[src/rtl/i2c_evt_pkg.sv]
package i2c_evt_pkg;

  localparam int DATA_W = 16;
  localparam int ADDR_W = 3;
  localparam int MASK_W = 5;
  localparam int CODE_W = $clog2(MASK_W + 1);

  // Flag positions that are stored; everything else is dropped.
  localparam logic [DATA_W-1:0] FLAG_KEEP = 16'h8E1E;
  localparam int BUSY_BIT   = 12;
  localparam int RX_RDY_BIT = 3;
  localparam int TX_RDY_BIT = 4;
  localparam int RX_DMA_BIT = 15;
  localparam int TX_DMA_BIT = 7;

  localparam logic [ADDR_W-1:0] SEL_CODE_ID   = 3'd0;
  localparam logic [ADDR_W-1:0] SEL_CODE_MASK = 3'd1;
  localparam logic [ADDR_W-1:0] SEL_CODE_STAT = 3'd2;
  localparam logic [ADDR_W-1:0] SEL_CODE_VEC  = 3'd3;
  localparam logic [ADDR_W-1:0] SEL_CODE_DMA  = 3'd5;

  typedef enum logic [2:0] {
    RD_NONE,
    RD_ID,
    RD_MASK,
    RD_STAT,
    RD_VEC,
    RD_DMA
  } rdSrc_e;

  typedef struct packed {
    logic   wrMask;
    logic   wrDma;
    logic   rdVec;
    rdSrc_e rdSrc;
  } evtStrobe_t;

endpackage

[src/rtl/i2c_evt_prio_enc.sv]
module i2c_evt_prio_enc #(
  parameter int W = 5,
  localparam int CW = $clog2(W + 1)
) (
  input  logic [W-1:0]  req,
  output logic [W-1:0]  grant,
  output logic [CW-1:0] code
);

  // Lowest index wins; code is the 1-based index, 0 when idle.
  always_comb begin
    grant = '0;
    code  = '0;
    for (int i = W - 1; i >= 0; i--) begin
      if (req[i]) begin
        grant = '0;
        grant[i] = 1'b1;
        code  = CW'(i + 1);
      end
    end
  end

endmodule

[src/rtl/i2c_evt_ctrl.sv]
module i2c_evt_ctrl
  import i2c_evt_pkg::*;
(
  input  logic [ADDR_W-1:0] regSel,
  input  logic              regWr,
  input  logic              regRd,
  output evtStrobe_t        strb
);

  always_comb begin
    strb.wrMask = regWr && (regSel == SEL_CODE_MASK);
    strb.wrDma  = regWr && (regSel == SEL_CODE_DMA);
    strb.rdVec  = regRd && (regSel == SEL_CODE_VEC);
    strb.rdSrc  = RD_NONE;
    if (regRd) begin
      unique case (regSel)
        SEL_CODE_ID:   strb.rdSrc = RD_ID;
        SEL_CODE_MASK: strb.rdSrc = RD_MASK;
        SEL_CODE_STAT: strb.rdSrc = RD_STAT;
        SEL_CODE_VEC:  strb.rdSrc = RD_VEC;
        SEL_CODE_DMA:  strb.rdSrc = RD_DMA;
        default:       strb.rdSrc = RD_NONE;
      endcase
    end
  end

endmodule

[src/rtl/i2c_evt_datapath.sv]
module i2c_evt_datapath
  import i2c_evt_pkg::*;
#(
  parameter logic [DATA_W-1:0] ID_VALUE = 16'h0011
) (
  input  logic              clk,
  input  logic              rst,
  input  logic              modDisable,
  input  evtStrobe_t        strb,
  input  logic [DATA_W-1:0] regWdata,
  input  logic [DATA_W-1:0] evtPulse,
  input  logic              busBusy,
  output logic [DATA_W-1:0] regRdata,
  output logic              irq,
  output logic              rxDmaReq,
  output logic              txDmaReq
);

  logic [DATA_W-1:0] statQ, statD, clrVec, setVec;
  logic [MASK_W-1:0] maskQ, maskD, pend, grant;
  logic [CODE_W-1:0] vecCode;
  logic              rxDmaEnQ, txDmaEnQ;

  assign pend = statQ[MASK_W-1:0] & maskQ;
  assign irq  = |pend;

  i2c_evt_prio_enc #(.W(MASK_W)) u_enc (
    .req  (pend),
    .grant(grant),
    .code (vecCode)
  );

  assign clrVec = strb.rdVec ? DATA_W'(grant) : '0;
  assign setVec = evtPulse & FLAG_KEEP;
  assign statD  = (statQ & ~clrVec) | setVec;

  always_comb begin
    maskD = maskQ;
    if (strb.wrMask) begin
      maskD = regWdata[MASK_W-1:0];
    end else if (strb.wrDma) begin
      if (regWdata[RX_DMA_BIT]) maskD[RX_RDY_BIT] = 1'b0;
      if (regWdata[TX_DMA_BIT]) maskD[TX_RDY_BIT] = 1'b0;
    end
  end

  always_ff @(posedge clk) begin
    if (rst || modDisable) begin
      statQ    <= '0;
      maskQ    <= '0;
      rxDmaEnQ <= 1'b0;
      txDmaEnQ <= 1'b0;
    end else begin
      statQ <= statD;
      maskQ <= maskD;
      if (strb.wrDma) begin
        rxDmaEnQ <= regWdata[RX_DMA_BIT];
        txDmaEnQ <= regWdata[TX_DMA_BIT];
      end
    end
  end

  assign rxDmaReq = rxDmaEnQ && statQ[RX_RDY_BIT];
  assign txDmaReq = txDmaEnQ && statQ[TX_RDY_BIT];

  always_comb begin
    regRdata = '0;
    unique case (strb.rdSrc)
      RD_ID:   regRdata = ID_VALUE;
      RD_MASK: regRdata = DATA_W'(maskQ);
      RD_STAT: begin
        regRdata = statQ;
        regRdata[BUSY_BIT] = busBusy;
      end
      RD_VEC:  regRdata = DATA_W'(vecCode);
      RD_DMA: begin
        regRdata[RX_DMA_BIT] = rxDmaEnQ;
        regRdata[TX_DMA_BIT] = txDmaEnQ;
      end
      default: regRdata = '0;
    endcase
  end

  // disable leaves every held register cleared
  assert_disable_clears_R1: assert property (@(posedge clk) disable iff (rst)
    modDisable |=> (statQ == '0 && maskQ == '0 && !rxDmaEnQ && !txDmaEnQ));

  // a pulse on a kept position is always visible next cycle
  assert_pulse_sticks_R6: assert property (@(posedge clk) disable iff (rst)
    !modDisable |=> ((statQ & $past(evtPulse & FLAG_KEEP)) == $past(evtPulse & FLAG_KEEP)));

  // the reported flag is gone after the vector read unless re-pulsed
  assert_vec_clears_R5: assert property (@(posedge clk) disable iff (rst)
    (strb.rdVec && (pend != '0) && !modDisable &&
     ((evtPulse[MASK_W-1:0] & grant) == '0))
    |=> ((statQ[MASK_W-1:0] & $past(grant)) == '0));

  // mask write keeps the low data bits
  assert_mask_write_R3: assert property (@(posedge clk) disable iff (rst)
    (strb.wrMask && !modDisable) |=> (maskQ == $past(regWdata[MASK_W-1:0])));

  // enabling receive DMA drops the receive-ready interrupt enable
  assert_rxdma_mask_R10: assert property (@(posedge clk) disable iff (rst)
    (strb.wrDma && regWdata[RX_DMA_BIT]) |=> !maskQ[RX_RDY_BIT]);

  // the busy position is never held in the flag register
  assert_busy_unstored_R7: assert property (@(posedge clk) disable iff (rst)
    1'b1 |=> !statQ[BUSY_BIT]);

endmodule

[src/rtl/i2c_evt_irq.sv]
module i2c_evt_irq
  import i2c_evt_pkg::*;
#(
  parameter logic [15:0] ID_VALUE = 16'h0011
) (
  input  logic        clk,
  input  logic        rst,
  input  logic        modDisable,
  input  logic [2:0]  regSel,
  input  logic        regWr,
  input  logic        regRd,
  input  logic [15:0] regWdata,
  output logic [15:0] regRdata,
  input  logic [15:0] evtPulse,
  input  logic        busBusy,
  output logic        irq,
  output logic        rxDmaReq,
  output logic        txDmaReq
);

  evtStrobe_t strb;

  i2c_evt_ctrl u_ctrl (
    .regSel(regSel),
    .regWr (regWr),
    .regRd (regRd),
    .strb  (strb)
  );

  i2c_evt_datapath #(.ID_VALUE(ID_VALUE)) u_dp (
    .clk       (clk),
    .rst       (rst),
    .modDisable(modDisable),
    .strb      (strb),
    .regWdata  (regWdata),
    .evtPulse  (evtPulse),
    .busBusy   (busBusy),
    .regRdata  (regRdata),
    .irq       (irq),
    .rxDmaReq  (rxDmaReq),
    .txDmaReq  (txDmaReq)
  );

endmodule

[config.mk]
export PLATFORM = sky130hd
export DESIGN_NAME = i2c_evt_irq
export DESIGN_NICKNAME = d
export VERILOG_FILES = /design/src/rtl/i2c_evt_pkg.sv /design/src/rtl/i2c_evt_prio_enc.sv /design/src/rtl/i2c_evt_ctrl.sv /design/src/rtl/i2c_evt_datapath.sv /design/src/rtl/i2c_evt_irq.sv
export SDC_FILE = /design/constraint.sdc
export NUM_CORES = 1
export LEC_CHECK = 0
export BUFFER_PORTS_ARGS = -buffer_cell sky130_fd_sc_hd__clkbuf_2
export CAP_MARGIN = 0
export CELL_PAD_IN_SITES_DETAIL_PLACEMENT = 1
export CELL_PAD_IN_SITES_GLOBAL_PLACEMENT = 1
export CORE_ASPECT_RATIO = 0.7
export CORE_MARGIN = 2
export CORE_UTILIZATION = 29
export DETAILED_ROUTE_END_ITERATION = 8
export PLACE_DENSITY_LB_ADDON = 0.1
export RECOVER_POWER = 50
export SYNTH_ARGS = -nofsm -noshare
export SYNTH_HDL_FRONTEND = slang
export SYNTH_SLANG_ARGS = --single-unit
[constraint.sdc]
create_clock -name clk -period 1.8 [get_ports clk]
set_input_delay 0.27 -clock clk [delete_from_list [all_inputs] [get_ports clk]]
set_output_delay 0.27 -clock clk [all_outputs]
set_load 0.03 [all_outputs]
==> impl_metrics.yaml <==
grt:
  grt_use_met1_pct: 19.3
  track_usage_pct: 15.7
  top_usage_layer: "met2"
  grt_use_met2_pct: 27.7
  grt_max_degree: 16
  gr-total-overflow: 0
  grt_pass1_wl_um: 4350
  antenna_found_initial: 0
  grtUsageMet3_pct: 4.54
  grt_pass1_vias: 904
yosys:
  ys_ff_latch: 16
  yosysSeqAreaShare_pct: 35.3
  synth_ff_type: "dfxtp_1"
  syn_inst: 118
  syn_avg_cell_area_um2: 7.70
  synthTopCellsByArea: "dfxtp_1, a21oi_1, nor2_1"
  ys_types: 29
  synth-edff-count: 0
  yosysWarnings: 0
  synthesis.area_um2: 908
  yosys.area.top_type: "dfxtp_1"
  synth_top_area_share_pct: 35.3
  async_flop_share_pct: 0
worst_setup_path:
  timing.critical_path.slowest_stage_cell: "dfxtp_2"
  slowest_delay_ns: 0.37
  critPathKind: "reg2out"
  required_ns: 1.53
  cp-end-kind: "primary output"
  cp.depth: 5
  path_cells: "nand2_1 > a222oi_1 > a222oi_1 > nor2_1 > clkbuf_4"
  worst-path-buf-inv: 1
  r2r_setup_slack_ns: 0.35
  cp.arrival_ns: 1.45
  r2r-end: "u_dp.statQ[3]"
  cp_common_cell: "a222oi_1"
  cpLargestDelayFamily: "compound AO/OA/AOI/OAI gates"
  worst-path-max-fanout: 5
  reg2regPathDepth: 5
  critPathLaunchType: "flip-flop"
  r2r-start: "u_dp.maskQ[1]"
floorplanning:
  start_util_pct: 31.5
  core_um2: 2880
  die_w_um: 70.9
  pin_count: 60
  rows: 16
  die_area_um2: 3600
  fp.dieH_um: 50.8
clock_network:
  clk_pin_slew_ns: 0.07
  htreeDepth: 1
  numCtsBuffers: 3
  clk_latency_ns: 0.25
  postCtsHoldBufs: 0
  clkSinkCount: 16
  cts_tree: "yes"
  cts_root_buf: "clkbuf_8"
  clockBufferDepth: 2
drt:
  initialDrtViolationCount: 55
  wirelength_um: 2820
  ant_nets: 0
  wire_per_inst_um: 14.5
  first_pass_iters: 4
  num_vias: 969
  vias_per_cell: 4.99
  drc: 0
power_and_ir_drop:
  power_density_nw_per_um2: 677
  p_leak_nw: 0.541
  peakVddDrop_mv: 0.390
placed_design:
  port_buffers: 37
  place_hpwl_um: 2240
  place_congestion: 0.805
  placed_cell_area_um2: 1120
timing:
  final_hold_viol_count: 0
  fin_crit_ns: 1.72
  worstMarginPinSlew_ns: 0.940
  setup_tns_ns: 0
  skew_ns: 0.00489
  rsz0062_at_grt: "true"
  max_slew_margin_pct: 37.4
  fmax_ghz: 0.580
  post-route-period-util_pct: 95.8
  slew_violations: 0
  whs_ns: 0.226
  setup_viol: 0
layout:
  drive_gt1_share_pct: 34.8
  area_growth_pct: 32.1
  num-nets-final: 200
  final_common_cell: "clkbuf_2"
  final_cell_area_um2: 1200
  num_antenna_cells: 0
  final_cell_mix: "clkbuf_2, nor2_1, a21oi_1, nand2_1, dfxtp_1"
  fin_util_pct: 41.6
hold_path:
  hp-class: "in2reg"
  hold_depth: 3
  min_to: "u_dp.statQ[15]"
  min_from: "evtPulse[15]"
job:
  max-cap-violations: 0
outcome:
  status: "finished clean"
==> cell usage after synthesis, types with 2 or more instances <==
cell and count:
nand3_1 4, o21ai_0 7, buf_4 6, buf_2 2
nand2_1 13, a31oi_1 2, mux2i_1 2, nor2_1 17
dfxtp_1 16, nor2b_1 3, a21oi_1 16, and2_1 6
inv_1 5, a222oi_1 4
==> tightest hold or removal path, cell delays in order <==
cell      delay (ns)
clkbuf_2        0.08
nor2_1          0.03
nor2_1          0.07
==> power by group <==
group / internal [mW] / total [mW] / leakage (nW) / switching (mW)
clock: 0.194 / 0.324 / 0.0288 / 0.130
sequential: 0.364 / 0.374 / 0.133 / 0.00920
combinational: 0.0437 / 0.115 / 0.379 / 0.0712
==> through the flow <==
stage | worst slack (ns) | total power [mW] | instances
6_report | 0.0765 | 0.812 | 194
5_1_grt | -0.0229 | 0.857 | 194
4_1_cts | 0.00384 | 0.830 | 193
3_5_place_dp | 0.112 | 0.495 | 189
3_3_place_gp | 0.143 | 0.491 | 189
2_1_floorplan | 0.212 | 0.453 | 122
==> flip-flops by register name (all words and copies together) (netlist names) <==
name and cells:
u_dp.statQ 9, u_dp.rxDmaEnQ 1, u_dp.maskQ 5, u_dp.txDmaEnQ 1
==> what timing repair did <==
| item | in CTS | in global routing |
|---|---|---|
| resized for setup | 4 | 8 |
| hold endpoints to repair | 0 | 0 |
| buffers inserted | 0 | 1 |
| pin swaps | 0 | 2 |
| setup endpoints to repair | 2 | 4 |
==> kinds of logic after synthesis <==
kind of cell	after synthesis	synth area share, %
AOI/OAI and AO/OA	31	20.4
DFF	16	35.3
and+or+nand+nor	54	33.2
muxes	2	2.20
buffers and inverters	14	8.54
other	1	0.413
==> final cells by class <==
type,instances,area (um2)
Fill cell,377,1680
Clock buffer,4,55.1
Timing Repair Buffer,41,219
Tap cell,36,45.0
Multi-Input combinational cell,92,536
Inverter,5,18.8
Sequential cell,16,327
==> worst max path at each step <==
stage                  start           to  slack (ns)
3_3_place_gp       regSel[0]  regRdata[1]        0.14
6_report       u_dp.statQ[4]  regRdata[2]        0.08
5_1_grt        u_dp.statQ[4]  regRdata[2]       -0.02
4_1_cts        u_dp.statQ[4]  regRdata[2]       0.004
2_1_floorplan  u_dp.statQ[3]  regRdata[0]        0.21
3_5_place_dp       regSel[0]  regRdata[1]        0.11
==> layer usage <==
layer | part of all wire (%) | vias up
met5 | 0 | -
met4 | 0.67 | 0
met3 | 5.9 | 2
met2 | 48 | 30
met1 | 46 | 452
li1 | - | 485
(Power assumes the default switching activity.)
